`src/rtl/bcd_mod60_pkg.sv`:
```
package bcd_mod60_pkg;

    localparam int UNITS_W   = 4;
    localparam int UNITS_MOD = 10;
    localparam int TENS_W    = 3;
    localparam int TENS_MOD  = 6;

    // Action selected for a digit stage on the next rising edge
    typedef enum logic [1:0] {
        ACT_HOLD = 2'd0,
        ACT_LOAD = 2'd1,
        ACT_INC  = 2'd2,
        ACT_WRAP = 2'd3
    } stage_act_e;

endpackage

```
`src/rtl/bcd_digit_stage.sv`:
```
module bcd_digit_stage
    import bcd_mod60_pkg::*;
#(
    parameter int WIDTH   = 4,
    parameter int MODULUS = 10
) (
    input  logic             clk,
    input  logic             clr_n,
    input  logic             load_n,
    input  logic             en,
    input  logic [WIDTH-1:0] din,
    output logic [WIDTH-1:0] q,
    output logic             carry
);

    localparam logic [WIDTH-1:0] TERM_VAL = WIDTH'(MODULUS - 1);
    localparam logic [WIDTH-1:0] ONE      = WIDTH'(1);

    typedef struct packed {
        logic [WIDTH-1:0] val;
    } digit_state_t;

    digit_state_t state_d, state_q;
    stage_act_e   act;
    logic         at_term;

    // Full compare, so out-of-range codes never decode as the last state
    assign at_term = (state_q.val == TERM_VAL);

    always_comb begin
        if (!load_n)
            act = ACT_LOAD;
        else if (!en)
            act = ACT_HOLD;
        else if (at_term)
            act = ACT_WRAP;
        else
            act = ACT_INC;

        state_d = state_q;
        unique case (act)
            ACT_LOAD: state_d.val = din;
            ACT_WRAP: state_d.val = '0;
            ACT_INC:  state_d.val = state_q.val + ONE;
            default:  state_d.val = state_q.val;
        endcase
    end

    always_ff @(posedge clk or negedge clr_n) begin
        if (!clr_n)
            state_q <= '0;
        else
            state_q <= state_d;
    end

    assign q     = state_q.val;
    assign carry = at_term & en;

    AST_LOAD_TAKES_VALUE: assert property (@(posedge clk) disable iff (!clr_n)
        !load_n |=> (q == $past(din)));
    AST_HOLD_WHEN_IDLE: assert property (@(posedge clk) disable iff (!clr_n)
        (load_n && !en) |=> $stable(q));
    AST_WRAP_AT_TERM: assert property (@(posedge clk) disable iff (!clr_n)
        (load_n && en && q == TERM_VAL) |=> (q == '0));
    AST_CARRY_ONLY_AT_TERM: assert property (@(posedge clk) disable iff (!clr_n)
        carry |-> (en && q == TERM_VAL));

endmodule

```
`src/rtl/bcd_mod60_counter.sv`:
```
module bcd_mod60_counter
    import bcd_mod60_pkg::*;
(
    input  logic               clk,
    input  logic               clr_n,
    input  logic               load_n,
    input  logic               cnt_en,
    input  logic [UNITS_W-1:0] load_units,
    input  logic [TENS_W-1:0]  load_tens,
    output logic [UNITS_W-1:0] units,
    output logic [TENS_W-1:0]  tens,
    output logic               carry_out
);

    logic units_carry;
    logic tens_carry;

    bcd_digit_stage #(
        .WIDTH   (UNITS_W),
        .MODULUS (UNITS_MOD)
    ) u_units (
        .clk    (clk),
        .clr_n  (clr_n),
        .load_n (load_n),
        .en     (cnt_en),
        .din    (load_units),
        .q      (units),
        .carry  (units_carry)
    );

    // Tens stage is enabled only by the units ripple carry
    bcd_digit_stage #(
        .WIDTH   (TENS_W),
        .MODULUS (TENS_MOD)
    ) u_tens (
        .clk    (clk),
        .clr_n  (clr_n),
        .load_n (load_n),
        .en     (units_carry),
        .din    (load_tens),
        .q      (tens),
        .carry  (tens_carry)
    );

    assign carry_out = tens_carry;

    AST_CLEAR_ZEROES: assert property (@(posedge clk)
        !clr_n |-> (units == '0 && tens == '0));
    AST_TENS_ONLY_ON_WRAP: assert property (@(posedge clk) disable iff (!clr_n)
        (load_n && !(cnt_en && units == UNITS_W'(UNITS_MOD - 1))) |=> $stable(tens));
    AST_CARRY_AT_59: assert property (@(posedge clk) disable iff (!clr_n)
        carry_out |-> (cnt_en && units == UNITS_W'(9) && tens == TENS_W'(5)));

endmodule

```
`config.mk`:
```
export PLATFORM = sky130hd
export DESIGN_NAME = bcd_mod60_counter
export DESIGN_NICKNAME = d
export VERILOG_FILES = /design/src/rtl/bcd_mod60_pkg.sv /design/src/rtl/bcd_digit_stage.sv /design/src/rtl/bcd_mod60_counter.sv
export SDC_FILE = /design/constraint.sdc
export NUM_CORES = 1
export LEC_CHECK = 0
export ABC_CLOCK_PERIOD_IN_PS = 3100
export CAP_MARGIN = 20
export CORE_MARGIN = 8
export CORE_UTILIZATION = 30
export DETAILED_ROUTE_END_ITERATION = 8
export MAX_ROUTING_LAYER = met4
export SKIP_LAST_GASP = 1
export SYNTH_ARGS = -nofsm -noshare
export SYNTH_HDL_FRONTEND = slang
export SYNTH_SLANG_ARGS = --single-unit
```
`constraint.sdc`:
```
create_clock -name clk -period 3.1 [get_ports clk]
set_input_delay 0.62 -clock clk [delete_from_list [all_inputs] [get_ports clk]]
set_output_delay 0.62 -clock clk [all_outputs]
set_load 0.005 [all_outputs]
```
==> flow_metrics.py, run 1 <==
metrics = {
    "pwr": {
        "p_per_area_nw_per_um2": 403.6,
        "ir_drop_mv": 0.1689,
        "p_leak_nw": 0.3078,
        "power_uw": 273.7,
    },
    "route": {
        "drc": 0,
        "dr.pass1.iters": 4,
        "drt-total-wl_um": 1109,
        "postRouteAntennaNets": 0,
        "via_count": 433,
        "drt_iter0_markers": 8,
        "via_per_inst": 5.035,
        "routedWlPerCell_um": 12.90,
    },
    "clock_network": {
        "cts_resized": 0,
        "cts_hold_buf": 0,
        "clock_latency_ns": 0.25,
        "root_buffer": "clkbuf_4",
        "clock-sinks": 7,
        "htree_levels": 1,
        "clk_pin_slew_ns": 0.05,
        "clockBufferDepth": 2,
        "cts_tree": "done",
        "cts_setup_buffers": 0,
        "cts_buffers": 3,
    },
    "global_route": {
        "grt_use_total_pct": 8.783,
        "grt_pass1_wl_um": 1787,
        "antenna_found_initial": 0,
        "grt_max_degree": 15,
        "grt_pass1_vias": 438,
        "gr-total-overflow": 0,
    },
    "critical_path": {
        "startpoint_type": "primary input",
        "cp_slowest_stage_delay_ns": 0.62,
        "path_cells": "clkdlybuf4s50_1 > nand4b_4 > nor2_1 > clkdlybuf4s50_1",
        "cp_slowest_cell": "clkdlybuf4s50_1",
        "arrival_ns": 2.07,
        "regToRegSetupSlack_ns": 1.58,
        "rr_worst_depth": 5,
        "rr_endpoint": "u_tens.q[2]$_DFFE_PN0P_",
        "reg2reg_from": "u_units.q[1]$_DFFE_PN0P_",
        "crit_top_cell": "clkdlybuf4s50_1",
        "crit_path_end_kind": "output port",
        "crit_required_ns": 2.48,
        "cp_max_fo": 9,
        "worstSetupPathType": "in -> out",
    },
    "placement": {
        "routabilityCongestion": 0.6685,
        "place_ws_ns": 0.4142,
        "place_inst": 82,
        "place_area_um2": 651.9,
        "dpl.hpwl_um": 870.4,
        "place.port_buffers": 18,
    },
    "die": {
        "initial_core_util_pct": 30.95,
        "die-area_um2": 3021,
        "die_y_um": 54.97,
        "core_area_um2": 1471,
        "num_rows": 14,
        "pin_count": 19,
        "die_x_um": 54.97,
    },
    "timing": {
        "hold_slack_ns": 0.5926,
        "tightest_slew_ns": 0.4713,
        "fmax_mhz": 371.1,
        "grt_setup_unrepaired": "false",
        "finalSetupViolations": 0,
        "min_period_over_period_pct": 86.92,
        "setup_tns_ns": 0,
        "period_needed_ns": 2.694,
        "finClkSkew_ns": 0.001786,
        "hold_violations": 0,
        "worst_slack_ns": 0.4055,
        "slew_headroom_pct": 68.48,
        "finalMaxSlewViolations": 0,
    },
    "logic_synthesis": {
        "synth_cell_type_count": 19,
        "synth_top_area_share_pct": 38.46,
        "synth_seq_area_share_pct": 38.46,
        "yosys_warnings": 0,
        "synth.avg_cell_area_um2": 9.295,
        "synthCells": 49,
        "ys_ff_latch": 7,
        "yosys.area.top_type": "dfrtp_1",
        "syn_nets": 64,
        "synth_area_leaders": "dfrtp_1, ha_1, a31oi_1",
        "netlist_area_um2": 455.4,
    },
    "layout": {
        "finalNetCount": 86,
        "final_cells": 86,
        "layout_commonest_cell": "clkdlybuf4s50_1",
        "final_util_pct": 46.09,
        "drive_gt1_share_pct": 5.714,
        "fillers": 167,
        "antenna_cells": 0,
        "multi_input_area_um2": 269.0,
        "final_cell_mix": "clkdlybuf4s50_1, nor2_1, dfrtp_1, nand2_1, a31oi_1",
        "regArea_um2": 175.2,
        "areaGrowthSynthToFinish_pct": 48.90,
        "final_cell_area_um2": 678.2,
    },
    "worst_hold_path": {
        "worstHoldEndpoint": "u_tens.q[1]$_DFFE_PN0P_",
        "hp-start": "u_tens.q[1]$_DFFE_PN0P_",
        "holdPathStages": 2,
        "worstHoldPathType": "reg -> reg",
    },
    "job": {
        "cap_violations": 0,
    },
    "status": {
        "outcome": "finished clean",
    },
}
## metal layers
metal,GRT usage (%),wire [um]
met1,9.302,521
met2,12.26,417
met3,4.011,137
met4,7.200,32
met5,-,0
## Yosys cell counts
library cell	instances
o22a_1	1
or3b_1	3
a21oi_1	2
inv_1	2
and4b_1	1
dfrtp_1	7
ha_1	4
o21ai_0	3
clkbuf_1	1
a31oi_1	5
a21boi_0	1
mux2i_1	1
nand2_1	5
nand2b_1	1
nor2_1	8
o21ai_1	1
and3b_1	1
nand4b_4	1
nand3b_1	1
## cells by family (layout without fill, tap and decap cells)
kind of cell / after synthesis / count (layout) / share of synthesized area [%]
buffers and inverters: 3 / 24 / 2.472
muxes: 1 / 1 / 2.198
adders and majority gates: 4 / 4 / 10.99
and+or+nand+nor: 21 / 21 / 28.85
AOI/OAI and AO/OA: 13 / 13 / 17.03
DFF: 7 / 7 / 38.46
## registers in the layout, indices dropped and copies added (netlist names)
name / cells
u_tens.q: 3
u_units.q: 4
## power breakdown
part	switching, mW	internal, mW
registers	0.0145	0.102
logic	0.0288	0.0479
clock network	0.0317	0.0490
total	0.0750	0.199
## worst max path at each step
stage	start	to	slack [ns]
floorplan	u_units.q[1]$_DFFE_PN0P_	carry_out	1.51
global placement	cnt_en	carry_out	0.42
detailed placement	cnt_en	carry_out	0.41
CTS	cnt_en	carry_out	0.41
global route	cnt_en	carry_out	0.29
finish	cnt_en	carry_out	0.41
## critical path: cells and delay by family
family / cells / cell delay [ns]
buffers and inverters: 2 / 1.13
AND/OR/NAND/NOR: 2 / 0.32
## final cells by class
cell class              count  area share (%)
flip-flops and latches      7           25.83
clock buffers               4           3.875
multi-input cells          39           39.67
repair buffers             18           26.57
well taps                  16           2.952
inverters                   2           1.107
Power figures use the tool's default switching activity.
==> run 2: changes to the inputs <==
--- a/config.mk
+++ b/config.mk
@@ -9,6 +9,7 @@
 export CAP_MARGIN = 20
 export CORE_MARGIN = 8
 export CORE_UTILIZATION = 30
+export CTS_CLUSTER_DIAMETER = 120
 export DETAILED_ROUTE_END_ITERATION = 8
 export MAX_ROUTING_LAYER = met4
 export SKIP_LAST_GASP = 1
==> results of run 2 <==
Same layout as run 1: the final DEF is identical, and so are final timing and power.
==> run 3: changes to the inputs <==
--- a/config.mk
+++ b/config.mk
@@ -9,10 +9,12 @@
 export CAP_MARGIN = 20
 export CORE_MARGIN = 8
 export CORE_UTILIZATION = 30
+export CTS_BUF_LIST = sky130_fd_sc_hd__clkbuf_8
 export CTS_CLUSTER_DIAMETER = 120
 export DETAILED_ROUTE_END_ITERATION = 8
 export MAX_ROUTING_LAYER = met4
 export SKIP_LAST_GASP = 1
+export SLEW_MARGIN = 0
 export SYNTH_ARGS = -nofsm -noshare
 export SYNTH_HDL_FRONTEND = slang
 export SYNTH_SLANG_ARGS = --single-unit
==> flow_metrics.py, run 3 (synthesis gave the netlist of run 1 again) <==
metrics = {
    "status": {
        "outcome": "finished clean",
    },
    "route": {
        "drt-total-wl_um": 1108,
        "dr.pass1.iters": 4,
        "via_count": 430,
        "top_layer": "met4",
        "drt_iter0_markers": 8,
        "via_per_inst": 5.000,
        "wl_met2_um": 448,
        "drt-met1-wl_um": 503,
        "routedWlPerCell_um": 12.88,
        "drc": 0,
        "postRouteAntennaNets": 0,
        "met3_length_um": 140,
    },
    "layout": {
        "finalNetCount": 86,
        "largest_reg_flops": 4,
        "antenna_cells": 0,
        "final_cell_area_um2": 696.9,
        "final_cell_mix": "clkdlybuf4s50_1, nor2_1, dfrtp_1, nand2_1, a31oi_1",
        "drive_gt1_share_pct": 5.714,
        "final_cells": 86,
        "layout_commonest_cell": "clkdlybuf4s50_1",
        "final_util_pct": 47.36,
        "areaGrowthSynthToFinish_pct": 53.02,
    },
    "timing": {
        "worst_slack_ns": 0.4072,
        "finClkSkew_ns": 0.001859,
        "hold_violations": 0,
        "period_needed_ns": 2.693,
        "fmax_mhz": 371.4,
        "tightest_slew_ns": 0.4583,
        "hold_slack_ns": 0.5911,
        "finalMaxSlewViolations": 0,
        "slew_headroom_pct": 69.35,
        "setup_tns_ns": 0,
        "finalSetupViolations": 0,
        "min_period_over_period_pct": 86.86,
        "grt_setup_unrepaired": "false",
    },
    "critical_path": {
        "worstSetupPathType": "in -> out",
        "cp_max_fo": 9,
        "crit_top_cell": "clkdlybuf4s50_1",
        "crit_required_ns": 2.48,
        "cp_slowest_stage_delay_ns": 0.62,
        "cp_slowest_cell": "clkdlybuf4s50_1",
        "startpoint_type": "primary input",
        "crit_path_end_kind": "output port",
        "arrival_ns": 2.07,
        "rr_worst_depth": 5,
        "path_cells": "clkdlybuf4s50_1 > nand4b_4 > nor2_1 > clkdlybuf4s50_1",
    },
    "clock_network": {
        "root_buffer": "clkbuf_8",
        "htree_levels": 1,
        "cts_resized": 0,
        "cts_tree": "done",
        "cts_buffers": 3,
        "cts_hold_buf": 0,
        "cts_setup_buffers": 0,
        "clock_latency_ns": 0.22,
        "clk_pin_slew_ns": 0.04,
        "clockBufferDepth": 2,
        "clock-sinks": 7,
    },
    "pwr": {
        "comb_power_share_pct": 24.4,
        "p_int_uw": 235.1,
        "p_leak_nw": 0.3197,
        "ir_drop_mv": 0.2164,
        "switching_share_pct": 25.14,
        "p_clk_share_pct": 38.5,
        "p_seq_share_pct": 37.1,
        "power_uw": 314.1,
        "power.switching_uw": 78.98,
        "p_per_area_nw_per_um2": 450.7,
    },
    "die": {
        "pin_count": 19,
        "core_area_um2": 1471,
        "die_x_um": 54.97,
        "initial_core_util_pct": 30.95,
        "die-area_um2": 3021,
        "die_y_um": 54.97,
        "num_rows": 14,
    },
    "global_route": {
        "antenna_found_initial": 0,
        "gr-total-overflow": 0,
        "grt_pass1_wl_um": 1794,
        "grt_use_total_pct": 8.671,
        "grt_max_degree": 15,
        "grt_pass1_vias": 432,
    },
    "placement": {
        "routabilityCongestion": 0.6685,
        "place_area_um2": 651.9,
        "dpl.hpwl_um": 870.4,
        "place_inst": 82,
        "place_ws_ns": 0.4142,
        "place.port_buffers": 18,
    },
    "job": {
        "cap_violations": 0,
    },
    "worst_hold_path": {
        "worstHoldPathType": "reg -> reg",
        "holdPathStages": 2,
    },
}
-- run 3: path summary, 6_finish.rpt --
check                                               from                      end  slack (ns)
worst min register to register   u_tens.q[1]$_DFFE_PN0P_  u_tens.q[1]$_DFFE_PN0P_        0.59
worst max register to register  u_units.q[1]$_DFFE_PN0P_  u_tens.q[2]$_DFFE_PN0P_        1.58
min in group asynchronous                          clr_n  u_tens.q[1]$_DFFE_PN0P_        0.65
worst max-delay path                              cnt_en                carry_out        0.41
worst min-delay path             u_tens.q[1]$_DFFE_PN0P_  u_tens.q[1]$_DFFE_PN0P_        0.59
max in group asynchronous                          clr_n  u_tens.q[0]$_DFFE_PN0P_        2.22
-- run 3: layer usage --
metal | GRT usage (%) | vias to the layer above
met5 | - | -
met4 | 6.000 | 0
met3 | 4.011 | 2
met2 | 12.26 | 20
met1 | 9.457 | 190
li1 | - | 218
-- run 3: final cells by class --
class,instances,area [um^2]
inverter,2,7.507
sequential,7,175.2
clock buffer,3,41.29
fill,165,774.5
timing repair buffer,18,180.2
tap,16,20.02
multi-input combinational,39,269.0
clock inverter,1,3.754
-- run 3: critical path, delay by kind of cell --
| family | cells | cell delay [ns] |
|---|---|---|
| buf+inv | 2 | 1.13 |
| simple gates | 2 | 0.32 |
-- run 3: power by group through the flow --
stage,sequential (mW),combinational [mW],clock (mW)
after floorplan,0.116,0.0344,0
after global placement,0.118,0.0768,0
after detailed placement,0.118,0.0777,0
after CTS,0.117,0.0781,0.125
after global routing,0.119,0.0872,0.132
final,0.117,0.0766,0.121
